$ cat src/rtl/bridge_alu_pkg.sv
package bridge_alu_pkg;
  typedef enum logic [3:0] {
    OP_ABS    = 4'd0,
    OP_ABSO   = 4'd1,
    OP_NABS   = 4'd2,
    OP_NABSO  = 4'd3,
    OP_DOZ    = 4'd4,
    OP_DOZO   = 4'd5,
    OP_DOZI   = 4'd6,
    OP_MASKG  = 4'd7,
    OP_MASKIR = 4'd8
  } alu_op_e;

  function automatic logic op_records_ov(input alu_op_e o);
    return (o == OP_ABSO) || (o == OP_NABSO) || (o == OP_DOZO);
  endfunction
endpackage

$ cat src/rtl/bridge_absdoz_unit.sv
module bridge_absdoz_unit
  import bridge_alu_pkg::*;
#(
  parameter int WIDTH = 32
) (
  input  alu_op_e          op,
  input  logic [WIDTH-1:0] a,
  input  logic [WIDTH-1:0] b,
  output logic [WIDTH-1:0] res,
  output logic             ov_event
);
  localparam logic [WIDTH-1:0] MOST_NEG = {1'b1, {(WIDTH-1){1'b0}}};

  logic [WIDTH-1:0] neg_a;
  logic [WIDTH-1:0] diff;
  logic             a_neg;
  logic             a_pos;
  logic             b_gt_a;
  logic             sub_ovf;

  always_comb begin
    neg_a   = '0 - a;
    diff    = b - a;
    a_neg   = a[WIDTH-1];
    a_pos   = !a[WIDTH-1] && (a != '0);
    b_gt_a  = $signed(b) > $signed(a);
    sub_ovf = (b[WIDTH-1] ^ a[WIDTH-1]) & (b[WIDTH-1] ^ diff[WIDTH-1]);
  end

  always_comb begin
    res      = '0;
    ov_event = 1'b0;
    unique case (op)
      OP_ABS, OP_ABSO: begin
        res      = a_neg ? neg_a : a;
        ov_event = (a == MOST_NEG);
      end
      OP_NABS, OP_NABSO: begin
        res      = a_pos ? neg_a : a;
        ov_event = 1'b0;
      end
      OP_DOZ, OP_DOZO, OP_DOZI: begin
        res      = b_gt_a ? diff : '0;
        ov_event = b_gt_a && sub_ovf;
      end
      default: begin
        res      = '0;
        ov_event = 1'b0;
      end
    endcase
  end
endmodule

$ cat src/rtl/bridge_mask_unit.sv
module bridge_mask_unit
  import bridge_alu_pkg::*;
#(
  parameter int WIDTH = 32
) (
  input  alu_op_e          op,
  input  logic [WIDTH-1:0] a,
  input  logic [WIDTH-1:0] b,
  input  logic [WIDTH-1:0] s,
  output logic [WIDTH-1:0] res
);
  localparam int IDX_W = $clog2(WIDTH);

  logic [IDX_W-1:0] first_idx;
  logic [IDX_W-1:0] last_idx;
  logic [WIDTH-1:0] head_ones;
  logic [WIDTH-1:0] tail_ones;
  logic [WIDTH-1:0] run_mask;
  logic [WIDTH-1:0] gen_mask;
  logic [WIDTH-1:0] merged;

  assign first_idx = s[IDX_W-1:0];
  assign last_idx  = b[IDX_W-1:0];

  // MSB-first numbering: position p is vector bit WIDTH-1-p.
  for (genvar p = 0; p < WIDTH; p++) begin : g_pos
    assign head_ones[WIDTH-1-p] = (IDX_W'(p) >= first_idx);
    assign tail_ones[WIDTH-1-p] = (IDX_W'(p) > last_idx);
  end

  always_comb begin
    run_mask = head_ones ^ tail_ones;
    gen_mask = (first_idx > last_idx) ? ~run_mask : run_mask;
    merged   = (a & ~b) | (s & b);
  end

  always_comb begin
    unique case (op)
      OP_MASKG:  res = gen_mask;
      OP_MASKIR: res = merged;
      default:   res = '0;
    endcase
  end
endmodule

$ cat src/rtl/bridge_flag_unit.sv
module bridge_flag_unit
  import bridge_alu_pkg::*;
#(
  parameter int WIDTH = 32
) (
  input  alu_op_e          op,
  input  logic [WIDTH-1:0] res,
  input  logic             ov_event,
  input  logic             ov_in,
  input  logic             so_in,
  input  logic             record_en,
  output logic             ov_nxt,
  output logic             so_nxt,
  output logic [3:0]       cr_nxt
);
  logic writes_ov;
  logic is_zero;

  always_comb begin
    writes_ov = op_records_ov(op);
    ov_nxt    = writes_ov ? ov_event : ov_in;
    so_nxt    = so_in | (writes_ov & ov_event);
    is_zero   = (res == '0);
    if (record_en) begin
      cr_nxt = {res[WIDTH-1], !res[WIDTH-1] && !is_zero, is_zero, so_nxt};
    end else begin
      cr_nxt = 4'b0000;
    end
  end
endmodule

$ cat src/rtl/bridge_alu.sv
module bridge_alu
  import bridge_alu_pkg::*;
#(
  parameter int WIDTH = 32,
  parameter int RST_SYNC_STAGES = 2
) (
  input  logic             clk,
  input  logic             rst_n,
  input  logic             in_valid,
  input  logic [3:0]       op,
  input  logic [WIDTH-1:0] opnd_a,
  input  logic [WIDTH-1:0] opnd_b,
  input  logic [WIDTH-1:0] opnd_s,
  input  logic             record_en,
  input  logic             ov_in,
  input  logic             so_in,
  output logic             out_valid,
  output logic [WIDTH-1:0] result,
  output logic             ov_out,
  output logic             so_out,
  output logic [3:0]       cr_field
);
  localparam logic [WIDTH-1:0] MOST_NEG = {1'b1, {(WIDTH-1){1'b0}}};

  // reset: asserted asynchronously, released on the clock
  logic [RST_SYNC_STAGES-1:0] rst_pipe;
  logic                       rst_ni;

  always_ff @(posedge clk or negedge rst_n) begin
    if (!rst_n) rst_pipe <= '0;
    else        rst_pipe <= {rst_pipe[RST_SYNC_STAGES-2:0], 1'b1};
  end
  assign rst_ni = rst_pipe[RST_SYNC_STAGES-1] & rst_n;

  alu_op_e          op_e;
  logic [WIDTH-1:0] arith_res;
  logic [WIDTH-1:0] mask_res;
  logic [WIDTH-1:0] res_nxt;
  logic             ov_event;
  logic             ov_nxt;
  logic             so_nxt;
  logic [3:0]       cr_nxt;

  assign op_e = alu_op_e'(op);

  bridge_absdoz_unit #(.WIDTH(WIDTH)) u_absdoz (
    .op(op_e), .a(opnd_a), .b(opnd_b), .res(arith_res), .ov_event(ov_event)
  );

  bridge_mask_unit #(.WIDTH(WIDTH)) u_mask (
    .op(op_e), .a(opnd_a), .b(opnd_b), .s(opnd_s), .res(mask_res)
  );

  assign res_nxt = arith_res | mask_res;

  bridge_flag_unit #(.WIDTH(WIDTH)) u_flags (
    .op(op_e), .res(res_nxt), .ov_event(ov_event), .ov_in(ov_in),
    .so_in(so_in), .record_en(record_en),
    .ov_nxt(ov_nxt), .so_nxt(so_nxt), .cr_nxt(cr_nxt)
  );

  // output registers, enabled by in_valid
  logic             valid_q;
  logic [WIDTH-1:0] result_q;
  logic             ov_q;
  logic             so_q;
  logic [3:0]       cr_q;
  logic             data_en;

  assign data_en = in_valid;

  always_ff @(posedge clk or negedge rst_ni) begin
    if (!rst_ni) begin
      valid_q  <= 1'b0;
      result_q <= '0;
      ov_q     <= 1'b0;
      so_q     <= 1'b0;
      cr_q     <= 4'b0000;
    end else begin
      valid_q <= in_valid;
      if (data_en) begin
        result_q <= res_nxt;
        ov_q     <= ov_nxt;
        so_q     <= so_nxt;
        cr_q     <= cr_nxt;
      end
    end
  end

  assign out_valid = valid_q;
  assign result    = result_q;
  assign ov_out    = ov_q;
  assign so_out    = so_q;
  assign cr_field  = cr_q;

  // one-cycle issue-to-result timing and idle hold
  p_valid_follows_r2: assert property (@(posedge clk) disable iff (!rst_ni)
    in_valid |=> out_valid);
  p_idle_hold_r2: assert property (@(posedge clk) disable iff (!rst_ni)
    !in_valid |=> (!out_valid && $stable(result) && $stable(so_out) && $stable(cr_field)));
  // absolute value non-negative except the most negative input
  p_abs_nonneg_r3: assert property (@(posedge clk) disable iff (!rst_ni)
    (in_valid && (op == 4'd0 || op == 4'd1) && opnd_a != MOST_NEG) |=> !result[WIDTH-1]);
  // recorded negated absolute never reports overflow
  p_no_overflow_r4: assert property (@(posedge clk) disable iff (!rst_ni)
    (in_valid && op == 4'd3) |=> !ov_out);
  // at most one compare bit
  p_cr_onehot_r9: assert property (@(posedge clk) disable iff (!rst_ni)
    out_valid |-> $onehot0(cr_field[3:1]));
  // SO is sticky
  p_so_sticky_r10: assert property (@(posedge clk) disable iff (!rst_ni)
    (in_valid && so_in) |=> so_out);
endmodule

$ cat config.mk
export PLATFORM = sky130hd
export DESIGN_NAME = bridge_alu
export DESIGN_NICKNAME = d
export VERILOG_FILES = /design/src/rtl/bridge_alu_pkg.sv /design/src/rtl/bridge_absdoz_unit.sv /design/src/rtl/bridge_mask_unit.sv /design/src/rtl/bridge_flag_unit.sv /design/src/rtl/bridge_alu.sv
export SDC_FILE = /design/constraint.sdc
export NUM_CORES = 1
export LEC_CHECK = 0
export ABC_AREA = 0
export BUFFER_PORTS_ARGS = -buffer_cell sky130_fd_sc_hd__buf_2
export CAP_MARGIN = 20
export CELL_PAD_IN_SITES_DETAIL_PLACEMENT = 1
export CELL_PAD_IN_SITES_GLOBAL_PLACEMENT = 2
export CORE_ASPECT_RATIO = 2
export CORE_UTILIZATION = 26
export DETAILED_ROUTE_END_ITERATION = 7
export GPL_TIMING_DRIVEN = 1
export PLACE_DENSITY_LB_ADDON = 0.3
export SLEW_MARGIN = 10
export SYNTH_ARGS = -nofsm -noshare
export SYNTH_HDL_FRONTEND = slang
export SYNTH_SLANG_ARGS = --single-unit
$ cat constraint.sdc
create_clock -name clk -period 3.7 [get_ports clk]
set_input_delay 0.74 -clock clk [delete_from_list [all_inputs] [get_ports clk]]
set_output_delay 0.74 -clock clk [all_outputs]
set_load 0.005 [all_outputs]
## Yosys cells after proc, flatten, opt, wreduce, memory -nomap -nowiden

Index checks and enable logic that the tools add are counted.

- Register bits after elaboration: 41
- Bits of input ports: 106
- Output and inout port bits: 39
- Word-level logic and storage cells: 119

- $add $sub $neg: 2
- Order comparisons: 66
- Equal/unequal tests: 9
- Multiplexer cells: 9
- Bitwise logic cells: 13
- Reductions and logical operators: 14

Operators by type and width:

| operator | number |
|---|---|
| $mux W32 | 4 |
| $pmux W32 S3 | 1 |
| $ge A5 B5 Y1 const A | 16 |
| $gt A5 B5 Y1 const A | 16 |
| $and A32 B32 Y32 | 2 |
| $not A32 Y32 | 2 |
| $or A32 B32 Y32 | 2 |
| $pmux W32 S2 | 1 |
| $ge A4 B5 Y1 const A | 8 |
| $gt A4 B5 Y1 const A | 8 |
| $eq A32 B32 Y1 const B | 1 |
| $gt A32 B32 Y1 | 1 |
| $logic_not A32 Y1 | 1 |
| $reduce_bool A32 Y1 | 1 |
| $sub A1 B32 Y32 const A | 1 |
| $sub A32 B32 Y32 | 1 |
| $xor A32 B32 Y32 | 1 |
| $ge A3 B5 Y1 const A | 4 |
| $gt A3 B5 Y1 const A | 4 |
| $eq A4 B3 Y1 const B | 4 |
| $ge A1 B5 Y1 const A | 2 |
| $ge A2 B5 Y1 const A | 2 |
| $gt A1 B5 Y1 const A | 2 |
| $gt A2 B5 Y1 const A | 2 |
| 16 further kinds | 26 |

## Depth between registers and ports, before layout

Gate-level depths: netlist of run 1.

- Depth in word-level cells: 10
- Depth in mapped cells: 16
- Gate-level depth less buffers: 14

## Hierarchy

Synthesis of run 1 repeated with hierarchy kept, for this count alone.

- Cells, all modules: 938
- Area total of the unflattened synthesis: 7124.3 um2

By module, submodules not included:

| module | times used | cells an instance | area each (um2) | seq. area each (um2) |
|---|---|---|---|---|
| bridge_absdoz_unit | 1 | 552 | 3478.3 | 0.0 |
| bridge_alu | 1 | 117 | 1778.0 | 1026.0 |
| bridge_mask_unit | 1 | 248 | 1732.9 | 0.0 |
| bridge_flag_unit | 1 | 21 | 135.1 | 0.0 |

## Worst setup path before layout of run 1

No wires, ideal clock.

- Kind: in2reg
- Start point: in opnd_b[1]
- End point: reg cr_q[2] (netlist: cr_field[2])
- Setup time: 0.121 ns
- Arrival time: 3.847 ns
- Required time: 3.579 ns
- Slack: -0.267 ns
- Stages on the path: 14
- Path buffers: 3
- Cells stage by stage: buf_1 inv_1 ha_1 nor2b_1 o21ai_0 a21oi_1 clkbuf_1 buf_2 xnor2_1 a221oi_1 nand4_1 nor4_1 o2111ai_1 a41o_1

- Cells in the longest elaborated chain, start to end: 10
- Elaborated cells on any way between the ends: 51
- Those cells by class: add/sub (1); order compare (34); mux (5); bitwise (7); reduce/logical (4)

RTL lines:

| what | line | source |
|---|---|---|
| start, declared | bridge_alu.sv:12 | `input logic [WIDTH-1:0] opnd_b,` |
| branches (longest 5 deep; another with $sub A32 B32 Y32) | -- |  |
| $or A32 B32 Y32 (*) | bridge_alu.sv:54 | `assign res_nxt = arith_res \| mask_res;` |
| $logic_not A32 Y1 | bridge_flag_unit.sv:23 | `is_zero = (res == '0);` |
| $logic_not A1 Y1 | bridge_flag_unit.sv:25 | `cr_nxt = {res[WIDTH-1], !res[WIDTH-1] && !is_zero, is_zero, so_nxt};` |
| $logic_and A1 B1 Y1 (*) | bridge_flag_unit.sv:25 |  |
| $mux W4 (*) | bridge_flag_unit.sv:24 | `if (record_en) begin` |
| end signal, assigned | bridge_alu.sv:85 | `cr_q <= cr_nxt;` |
| end, declared | bridge_alu.sv:67 | `logic [3:0] cr_q;` |

Mark *: on every way between the ends.
A chain may end at the register's enable or synchronous reset.

## Final worst setup path of run 1

- Start point: in opnd_b[0]
- End point: reg cr_q[2] (netlist: cr_field[2])

Same word-level chain as after synthesis.

==> flow_summary.toml, run 1 <==
[routing]
drc = 0
drt_wl_total_um = 41000
vias_per_cell = 5.45
post_drt_wl_per_cell_um = 22.6
antenna_left = 0
dr.pass1.iters = 5
via_count = 9887
first_iter_violations = 410

[sta]
min_period_ns = 3.75
period_share_pct = 101
worst_slack_ns = -0.0479
max_freq_mhz = 267
rsz0062_at_grt = "true"
slew_headroom_pct = 39.3
setup_viol = 1
hold_viol_final = 0
slew_violations = 0
skew_ns = 0.00292
holdWs_ns = 0.233
tightest_slew_ns = 0.911

[setup_path]
critPathLaunchType = "primary input"
regToRegSetupSlack_ns = 2.65
cp_slowest_cell = "or4_4"
critPathMaxFanout = 4
cp-end-kind = "register"
path_cells = "buf_8 > inv_6 > ha_4 > inv_2 > fa_2 > buf_6 > a21oi_2 > o22ai_2 > or3_4 > a221oi_2 > o2111a_1 > nand4_1 > or4_4 > nor4_4 > o2111ai_2 > a41o_1"
path_class = "in -> reg"
path_buf_inv = 4
cp.arrival_ns = 3.92
max_stage_delay_ns = 0.44
ff2ff_path_depth = 1
worstPathRequired_ns = 3.87
rr_endpoint = "result[28]"
cp_top_family = "simple AND/OR/NAND/NOR gates"
r2r-start = "rst_pipe[1]"

[power_and_ir_drop]
ir_drop_v = 0.000138
leakage_uw = 0.00508
powerDensity_nw_per_um2 = 242

[global_route]
grt_overflow_total = 0
grt_max_degree = 56
grt_pass1_wl_um = 61500
antenna_found_initial = 1
grt_usage_pct = 28.7
grt_pass1_vias = 10500

[floorplan]
die_area_um2 = 28400
initial_core_util_pct = 26.6
dieHeight_um = 237
core_region_area_um2 = 27000
die_w_um = 120
io_pins = 145
rows = 85

[run_status]
violations = "negative setup slack"
status = "finished with violations"

[clock_tree]
cts.sinks = 41
numCtsBuffers = 5
cts_max_level = 2
clock_latency_ns = 0.28
holdBufCountCts = 0
clockBufferDepth = 2
clockRootBuffer = "clkbuf_16"
cts_tree = "done"
path_clk_slew_ns = 0.06

[logic_synthesis]
yosys_register_bits = 41
synth_top_area_share_pct = 14.3
synth_edf_count = 0
syn_avg_cell_area_um2 = 6.92
synth_cells = 1040
synth.net_count = 1186
yosys-top-cells-area = "dfrtp_1 14%, xnor2_1 10%, ha_1 6.8%, a21oi_1 6.3%, nor2_1 5.9%"
synth_flop_cell = "dfrtp_1"
async_reset_ff_share_pct = 100
synth_cell_types = 79
synth_warnings = 0
yosysSeqAreaShare_pct = 14.3
synthesis.area_um2 = 7200
synth.largest_area_cell = "dfrtp_1"

[final_layout]
area_growth_pct = 55.1
drive_above_1_share_pct = 37.5
finalInstanceArea_um2 = 11200
fin_nets = 1610
fillers = 3507

[placed_design]
place_congestion = 1.03
numPortBuffers = 144
dpl_cell_area_um2 = 10700
dp_hpwl_um = 35700

[worst_hold_path]
hp-class = "in -> async"

[job]
cap_violations = 0
## worst max path at each step
| stage | startpoint | end | slack, ns | depth (start not counted) |
|---|---|---|---|---|
| 2_1_floorplan | opnd_b[0] | cr_field[2] | 0.0008 | 15 |
| 3_3_place_gp | opnd_a[1] | cr_field[2] | -0.73 | 15 |
| 3_5_place_dp | opnd_a[1] | cr_field[2] | -0.73 | 15 |
| 4_1_cts | opnd_b[0] | cr_field[2] | -0.09 | 16 |
| 5_1_grt | opnd_b[0] | cr_field[2] | -0.13 | 16 |
| 6_report | opnd_b[0] | cr_field[2] | -0.05 | 16 |
## flip-flops by register name (all words and copies together) (netlist names)
name,count
so_out,1
rst_pipe,2
cr_field,4
out_valid,1
ov_out,1
result,32
## where the power goes
group / internal (uW) / switching [uW] / leakage [uW] / total [uW]
registers: 502 / 28.9 / 0.000513 / 531
logic: 816 / 940 / 0.00450 / 1760
clock network: 251 / 164 / 0.0000652 / 415
total: 1570 / 1130 / 0.00508 / 2700
## final cells by class
cell class                      count  area (um^2)  area share (%)
Antenna cell                        1         2.50          0.0224
Clock buffer                        8          136            1.22
Inverter                           50          193            1.73
Multi-Input combinational cell    884         6060            54.3
Sequential cell                    41         1030            9.19
Tap cell                          348          435            3.90
Timing Repair Buffer              482         3310            29.7
## kinds of logic (layout without fill, tap and decap cells)
| family | Yosys count | count (layout) | synth area share [%] |
|---|---|---|---|
| AND/OR/NAND/NOR | 370 | 370 | 25.4 |
| AO/OA/AOI/OAI | 347 | 348 | 31.5 |
| buffers and inverters | 116 | 540 | 6.19 |
| XOR/XNOR | 103 | 103 | 12.5 |
| flip-flops | 41 | 41 | 14.3 |
| adder cells (fa/ha/maj) | 40 | 40 | 7.06 |
| multiplexers | 22 | 22 | 3.08 |
| other | 1 | 2 | 0.0521 |
## through the flow
stage	setup WS (ns)	setup TNS, ns	total power, uW	std cells	util, %
floorplan	0.000822	0	1310	1040	-
global placement	-0.729	-2.67	2180	1799	39.6
detailed placement	-0.729	-2.83	2210	1799	39.6
CTS	-0.0864	-0.0894	2660	1809	40.6
global route	-0.133	-0.189	2860	1814	41.3
finish	-0.0479	-0.0479	2700	1814	41.3
## Yosys cell counts (all sizes together), types with 26 or more instances
cell,n
a21oi,90
inv,49
clkbuf,60
dfrtp,41
ha,39
o21ai,76
xnor2,85
nand3,35
nor3,26
nand2,78
nor2,114
## what timing repair did
action / CTS / global route
pin swaps: 6 / 6
setup buffers: 1 / 4
cloned: 1 / 0
resized for setup: 23 / 30
setup endpoints to repair: 3 / 6
## layout by cell type, fill, tap and decap left out, drive strengths merged, types with 6 or more instances in the layout
| cell type | count |
|---|---|
| buf | 482 |
| nor2 | 114 |
| a21oi | 91 |
| xnor2 | 85 |
| nand2 | 78 |
| o21ai | 76 |
| inv | 49 |
| dfrtp | 41 |
| ha | 39 |
| nand3 | 35 |
| nor3 | 26 |
| nand4 | 22 |
| or3 | 22 |
| a31oi | 21 |
| mux2i | 21 |
| o22ai | 20 |
| xor2 | 18 |
| o211ai | 14 |
| a21o | 14 |
| a211oi | 14 |
| a221oi | 13 |
| and3 | 12 |
| o31ai | 12 |
| nor4 | 11 |
| o21a | 10 |
| nor2b | 9 |
| o311ai | 9 |
| and2 | 8 |
| clkbuf | 8 |
| o41ai | 6 |
| or4 | 6 |
## layer usage
metal | GRT usage [%] | vias up | share of wire, %
met5 | 0 | - | 0
met4 | 20.8 | 0 | 8.0
met3 | 1.46 | 133 | 2.4
met2 | 55.2 | 281 | 54
met1 | 28.4 | 4777 | 36
li1 | - | 4696 | -
No activity file was read; power rests on OpenSTA's default activity.
==> run 2: changes to the inputs <==
CAP_MARGIN = unset   (was 20)
SYNTH_HIERARCHICAL = 1   (was unset)
==> run 2 against run 1 <==
Net effect: first-iteration DRC count down 2.7%; final cell count fell by 4.9%; synthesized area fell by 1.0%; via count fell by 6.8%; global-route usage is 1.5 points lower; critical endpoint unchanged; largest cell class unchanged; synthesized cell count shrank 9.8%; maximum frequency is 6.0% lower; the flow still finishes with violations (negative setup slack); sequential share of layout area shrank 0.38 points; design area is 4.4% higher; non-clock buffer count up 5; clock power grew 39%.
==> flow_summary.toml, run 2 <==
[final_layout]
layout_common_cells = "333 x buf_4, 137 x buf_2, 77 x xnor2_1, 64 x nand2_1, 60 x a21oi_1"
largest_reg_flops = 32
fin_nets = 1521
layout_commonest_cell = "buf_4"
utilization_pct = 43.3
area_growth_pct = 63.5
drive_above_1_share_pct = 50.4
fillers = 3303

[power_and_ir_drop]
pwr-share-clk_pct = 18.8
share_comb_of_total_power_pct = 63.5
leakage_uw = 0.00547
ir_drop_v = 0.000180
powerDensity_nw_per_um2 = 263
finalPower_uw = 3070
p_sw_share_pct = 39.1
p_int_uw = 1870
power.switching_uw = 1200
share_seq_of_total_power_pct = 17.7

[sta]
min_period_ns = 3.99
max_freq_mhz = 251
tightest_slew_ns = 1.09
hold_viol_final = 0
slew_headroom_pct = 27.0
worst_slack_ns = -0.288
holdWs_ns = 0.230
finalSetupTns_ns = -0.533
slew_violations = 0
setup_viol = 3
rsz0062_at_grt = "true"
period_share_pct = 108
skew_ns = 0.00597

[setup_path]
critPathMaxFanout = 7
path_cells = "buf_4 > buf_6 > or4_4 > nor3_4 > nand4_1 > o31a_4 > buf_12 > o31ai_4 > xnor2_1 > o32ai_1 > or2_4 > nor4_4 > nand4_1 > o211a_1 > mux2_4"
regToRegSetupSlack_ns = 2.60
ff2ff_path_depth = 1
r2r-start = "rst_pipe[1]"
cp_common_cell = "nand4_1"
cp.arrival_ns = 4.16
cp_slowest_cell = "or4_4"
rr_endpoint = "result[13]"
worstPathRequired_ns = 3.87
path_class = "in -> reg"
cp-end-kind = "register"
critPathLaunchType = "primary input"
max_stage_delay_ns = 0.55

[logic_synthesis]
synth_flop_cell = "dfrtp_1"
synth_top_area_share_pct = 14.4
syn_avg_cell_area_um2 = 7.60
synth_edf_count = 0
yosys-top-cells-area = "dfrtp_1 14%, xnor2_1 9.7%, ha_1 6.8%, a21oi_1 5.1%, mux2i_1 4.9%"
async_reset_ff_share_pct = 100
yosys.cell_count.top_type = "xnor2_1"
synth_warnings = 6
netlist_top_cells_count = "79 x xnor2_1, 73 x a21oi_1, 65 x nand2_1"
synth.net_count = 1084
synth_cells = 938
synthesis.area_um2 = 7120
synth_cell_types = 78
yosysSeqAreaShare_pct = 14.4
synth.largest_area_cell = "dfrtp_1"
yosys_register_bits = 41

[clock_tree]
numCtsBuffers = 5
cts.sinks = 41
cts_tree = "done"
cts_max_level = 2
path_clk_slew_ns = 0.06
clock_latency_ns = 0.28
holdBufCountCts = 0
clockRootBuffer = "clkbuf_16"
clockBufferDepth = 2

[global_route]
grt_max_degree = 40
grt_usage_pct = 27.2
grt_overflow_total = 0
grt_pass1_wl_um = 57300
antenna_found_initial = 1
grt_pass1_vias = 10100

[routing]
highest_layer = "met4"
via_count = 9218
wl_met2_um = 21700
dr.pass1.iters = 4
wl_met1_um = 12300
vias_per_cell = 5.34
drt_wl_total_um = 38800
drc = 0
post_drt_wl_per_cell_um = 22.5
first_iter_violations = 399
antenna_left = 0
dr_wl_met3_um = 879

[job]
cap_violations = 0

[floorplan]
rows = 85
die_w_um = 119
initial_core_util_pct = 26.5
dieHeight_um = 236
io_pins = 145
die_area_um2 = 28100
core_region_area_um2 = 26900

[run_status]
status = "finished with violations"
violations = "negative setup slack"

[worst_hold_path]
hp-class = "in -> async"

[placed_design]
place_congestion = 0.998
numPortBuffers = 144
dp_hpwl_um = 32200
run 2: cell count changes after synthesis, sizes merged, moves of 15 or more:
| cell | delta |
|---|---|
| a21oi | -15 |
| buf | +24 |
| clkbuf | -32 |
| mux2 | +39 |
| nor2 | -54 |
| o21ai | -22 |
| o22ai | +32 |
| or2 | +35 |
| or3 | -16 |
run 2: worst max-delay path: cells and delay by family:
kind	cells	cell delay, ns
AND/OR/NAND/NOR	6	1.74
AO/OA/AOI/OAI	4	0.85
buffers and inverters	3	0.40
multiplexers	1	0.25
XOR/XNOR	1	0.16
run 2: power groups by stage:
stage	combinational, uW	clock, uW	sequential [uW]
floorplan	855	0	552
global placement	1720	0	551
detailed placement	1740	0	552
CTS	1840	589	546
global route	2060	608	551
finish	1950	577	544
run 2: kinds of logic after synthesis:
family	synth area share, %
other	0.0526
AND/OR/NAND/NOR	20.8
AO/OA/AOI/OAI	25.2
adder cells (fa/ha/maj)	7.13
buffers and inverters	7.64
multiplexers	12.3
flip-flops	14.4
XOR/XNOR	12.5
run 2: worst max-delay path by stage:
stage / cells past startpoint / startpoint / slack, ns / to
finish: 15 / opnd_a[13] / -0.29 / cr_field[2]
detailed placement: 16 / opnd_a[2] / -0.97 / cr_field[2]
CTS: 18 / opnd_a[1] / -0.32 / cr_field[2]
global placement: 20 / opnd_b[0] / -0.92 / cr_field[2]
floorplan: 17 / opnd_b[0] / -0.28 / cr_field[2]
global route: 18 / opnd_a[0] / -0.41 / cr_field[2]
run 2: timing repair:
action,CTS,global route
hold endpoints to repair,0,0
gates resized for setup,68,87
pin swaps,42,25
setup buffers,13,12
cloned,1,0
setup endpoints to repair,13,9
run 2: per-stage QoR:
step,area (um^2),worst slack [ns],std cells
3_5_place_dp,10500,-0.974,1690
5_1_grt,11600,-0.408,1725
6_report,11600,-0.288,1725
3_3_place_gp,10500,-0.920,1690
4_1_cts,11200,-0.315,1712
2_1_floorplan,7320,-0.276,938
run 2: layer usage:
layer  track usage [%]  vias to the layer above
met1              24.1                     4522
met3              1.76                      136
met5                 0                        -
met4              22.9                        0
met2              54.1                      250
li1                  -                     4310
run 2: layout make-up:
cell class	count	area (um^2)	area share, %
flip-flops and latches	41	1030	8.81
repair buffers	487	3410	29.3
multi-input cells	789	6370	54.7
well taps	348	435	3.74
inverters	51	209	1.79
diodes	1	2.50	0.0215
clock buffers	5	125	1.07
clock inverters	3	68.8	0.591
==> run 3: changes to the inputs <==
CORE_MARGIN = 5   (was unset)
==> run 3 against run 2 <==
Net effect: the flow still finishes with violations (negative setup slack); sequential cell count unchanged; setup slack worse by 0.12 ns; first-iteration DRC count up 2.3%; die area up 10%.
==> flow_summary.toml, run 3 (synthesized netlist as in run 2, its figures left out) <==
[run_status]
status = "finished with violations"
violations = "negative setup slack"

[setup_path]
cp.arrival_ns = 4.27
path_cells = "buf_8 > inv_12 > ha_4 > fa_2 > nand2b_4 > a211oi_4 > nor3_4 > o21ai_4 > a21oi_2 > and2b_2 > o21ai_4 > buf_12 > buf_8 > o22ai_2 > or2_4 > nor4_4 > nand4_1 > o211a_1 > mux2_4"
rr_endpoint = "result[6]"
critPathLaunchType = "primary input"
cp_top_family = "simple AND/OR/NAND/NOR gates"
worstPathRequired_ns = 3.87
max_stage_delay_ns = 0.34
ff2ff_path_depth = 1
r2r-start = "rst_pipe[1]"
critPathMaxFanout = 6
path_class = "in -> reg"
cp-end-kind = "register"
regToRegSetupSlack_ns = 2.60
cp_slowest_cell = "fa_2"
path_buf_inv = 4

[placed_design]
numPortBuffers = 144
dpl_worst_slack_ns = -1.23
dp_hpwl_um = 32300
place_congestion = 0.963
dpl_cell_area_um2 = 10500

[sta]
skew_ns = 0.00461
min_period_ns = 4.11
slew_headroom_pct = 29.3
max_freq_mhz = 244
setup_viol = 3
worst_slack_ns = -0.406
slew_violations = 0
period_share_pct = 111
tightest_slew_ns = 1.06
hold_viol_final = 0
rsz0062_at_grt = "true"

[clock_tree]
clock_latency_ns = 0.28
clockBufferDepth = 2
cts_tree = "done"
numCtsBuffers = 5
cts_max_level = 2
path_clk_slew_ns = 0.06
cts.sinks = 41
clockRootBuffer = "clkbuf_16"
holdBufCountCts = 0

[global_route]
grt_pass1_wl_um = 56500
grt_overflow_total = 0
grt_usage_pct = 23.7
antenna_found_initial = 0
grt_pass1_vias = 10000
grt_max_degree = 40

[final_layout]
layout_common_cells = "323 x buf_4, 140 x buf_2, 77 x xnor2_1, 64 x nand2_1, 61 x a21oi_1"
layout_commonest_cell = "buf_4"
drive_above_1_share_pct = 49.6
fin_nets = 1516
largest_reg_flops = 32
finalInstanceArea_um2 = 11600
n_antenna_cell = 0
area_growth_pct = 62.9
utilization_pct = 43.0

[floorplan]
core_region_area_um2 = 27000
io_pins = 145
die_area_um2 = 31000
dieHeight_um = 244
rows = 85
initial_core_util_pct = 26.4
die_w_um = 127

[job]
cap_violations = 0

[routing]
post_drt_wl_per_cell_um = 22.4
first_iter_violations = 408
antenna_left = 0
dr.pass1.iters = 4
drt_wl_total_um = 38500
via_count = 8989
vias_per_cell = 5.23
drc = 0

[worst_hold_path]
hp-class = "in -> async"

[power_and_ir_drop]
powerDensity_nw_per_um2 = 252
ir_drop_v = 0.000202
leakage_uw = 0.00543
==> run 3: what timing repair did <==
action,in CTS,in global routing
pin swaps,38,31
setup buffers,17,9
gates cloned,1,0
endpoints found under the setup margin,37,12
resized for setup,89,45
==> run 3: worst max path at each step <==
stage / from / end / slack (ns) / cells past startpoint
global placement: opnd_b[0] / cr_field[2] / -1.19 / 19
floorplan: opnd_b[0] / cr_field[2] / -0.28 / 17
global route: opnd_b[0] / cr_field[2] / -0.52 / 18
detailed placement: opnd_b[0] / cr_field[2] / -1.23 / 19
CTS: opnd_b[0] / cr_field[2] / -0.44 / 19
finish: opnd_b[0] / cr_field[2] / -0.41 / 19
==> run 3: routing by layer <==
metal	part of all wire [%]	wire, um	GRT usage, %	vias to the layer above
met5	0	0	0	-
met1	32	12300	21.7	4365
met4	8.8	3390	17.4	0
met3	2.7	1040	1.59	101
li1	-	-	-	4294
met2	57	21800	47.4	229
==> run 3: final cells by class <==
class	count	area [um^2]
flip-flops and latches	41	1030
clock buffers	5	125
clock inverters	2	35.0
fillers	3350	15400
repair buffers	483	3420
multi-input cells	788	6350
well taps	348	435
inverters	51	206
==> run 3: where the power goes <==
part / total, uW / internal, uW / switching, uW / leakage [uW]
clock: 481 / 313 / 168 / 0.0000797
sequential: 543 / 510 / 33.6 / 0.000537
combinational: 1900 / 942 / 954 / 0.00481
==> run 3: metrics by stage <==
stage | TNS, ns | power [uW] | hold WS [ns] | std cells
floorplan | -0.328 | 1410 | 0.331 | 938
global placement | -15.46 | 2250 | 0.340 | 1685
detailed placement | -17.14 | 2270 | 0.351 | 1685
CTS | -0.799 | 2870 | 0.230 | 1709
global route | -1.15 | 3080 | 0.232 | 1718
finish | -0.735 | 2920 | 0.236 | 1718
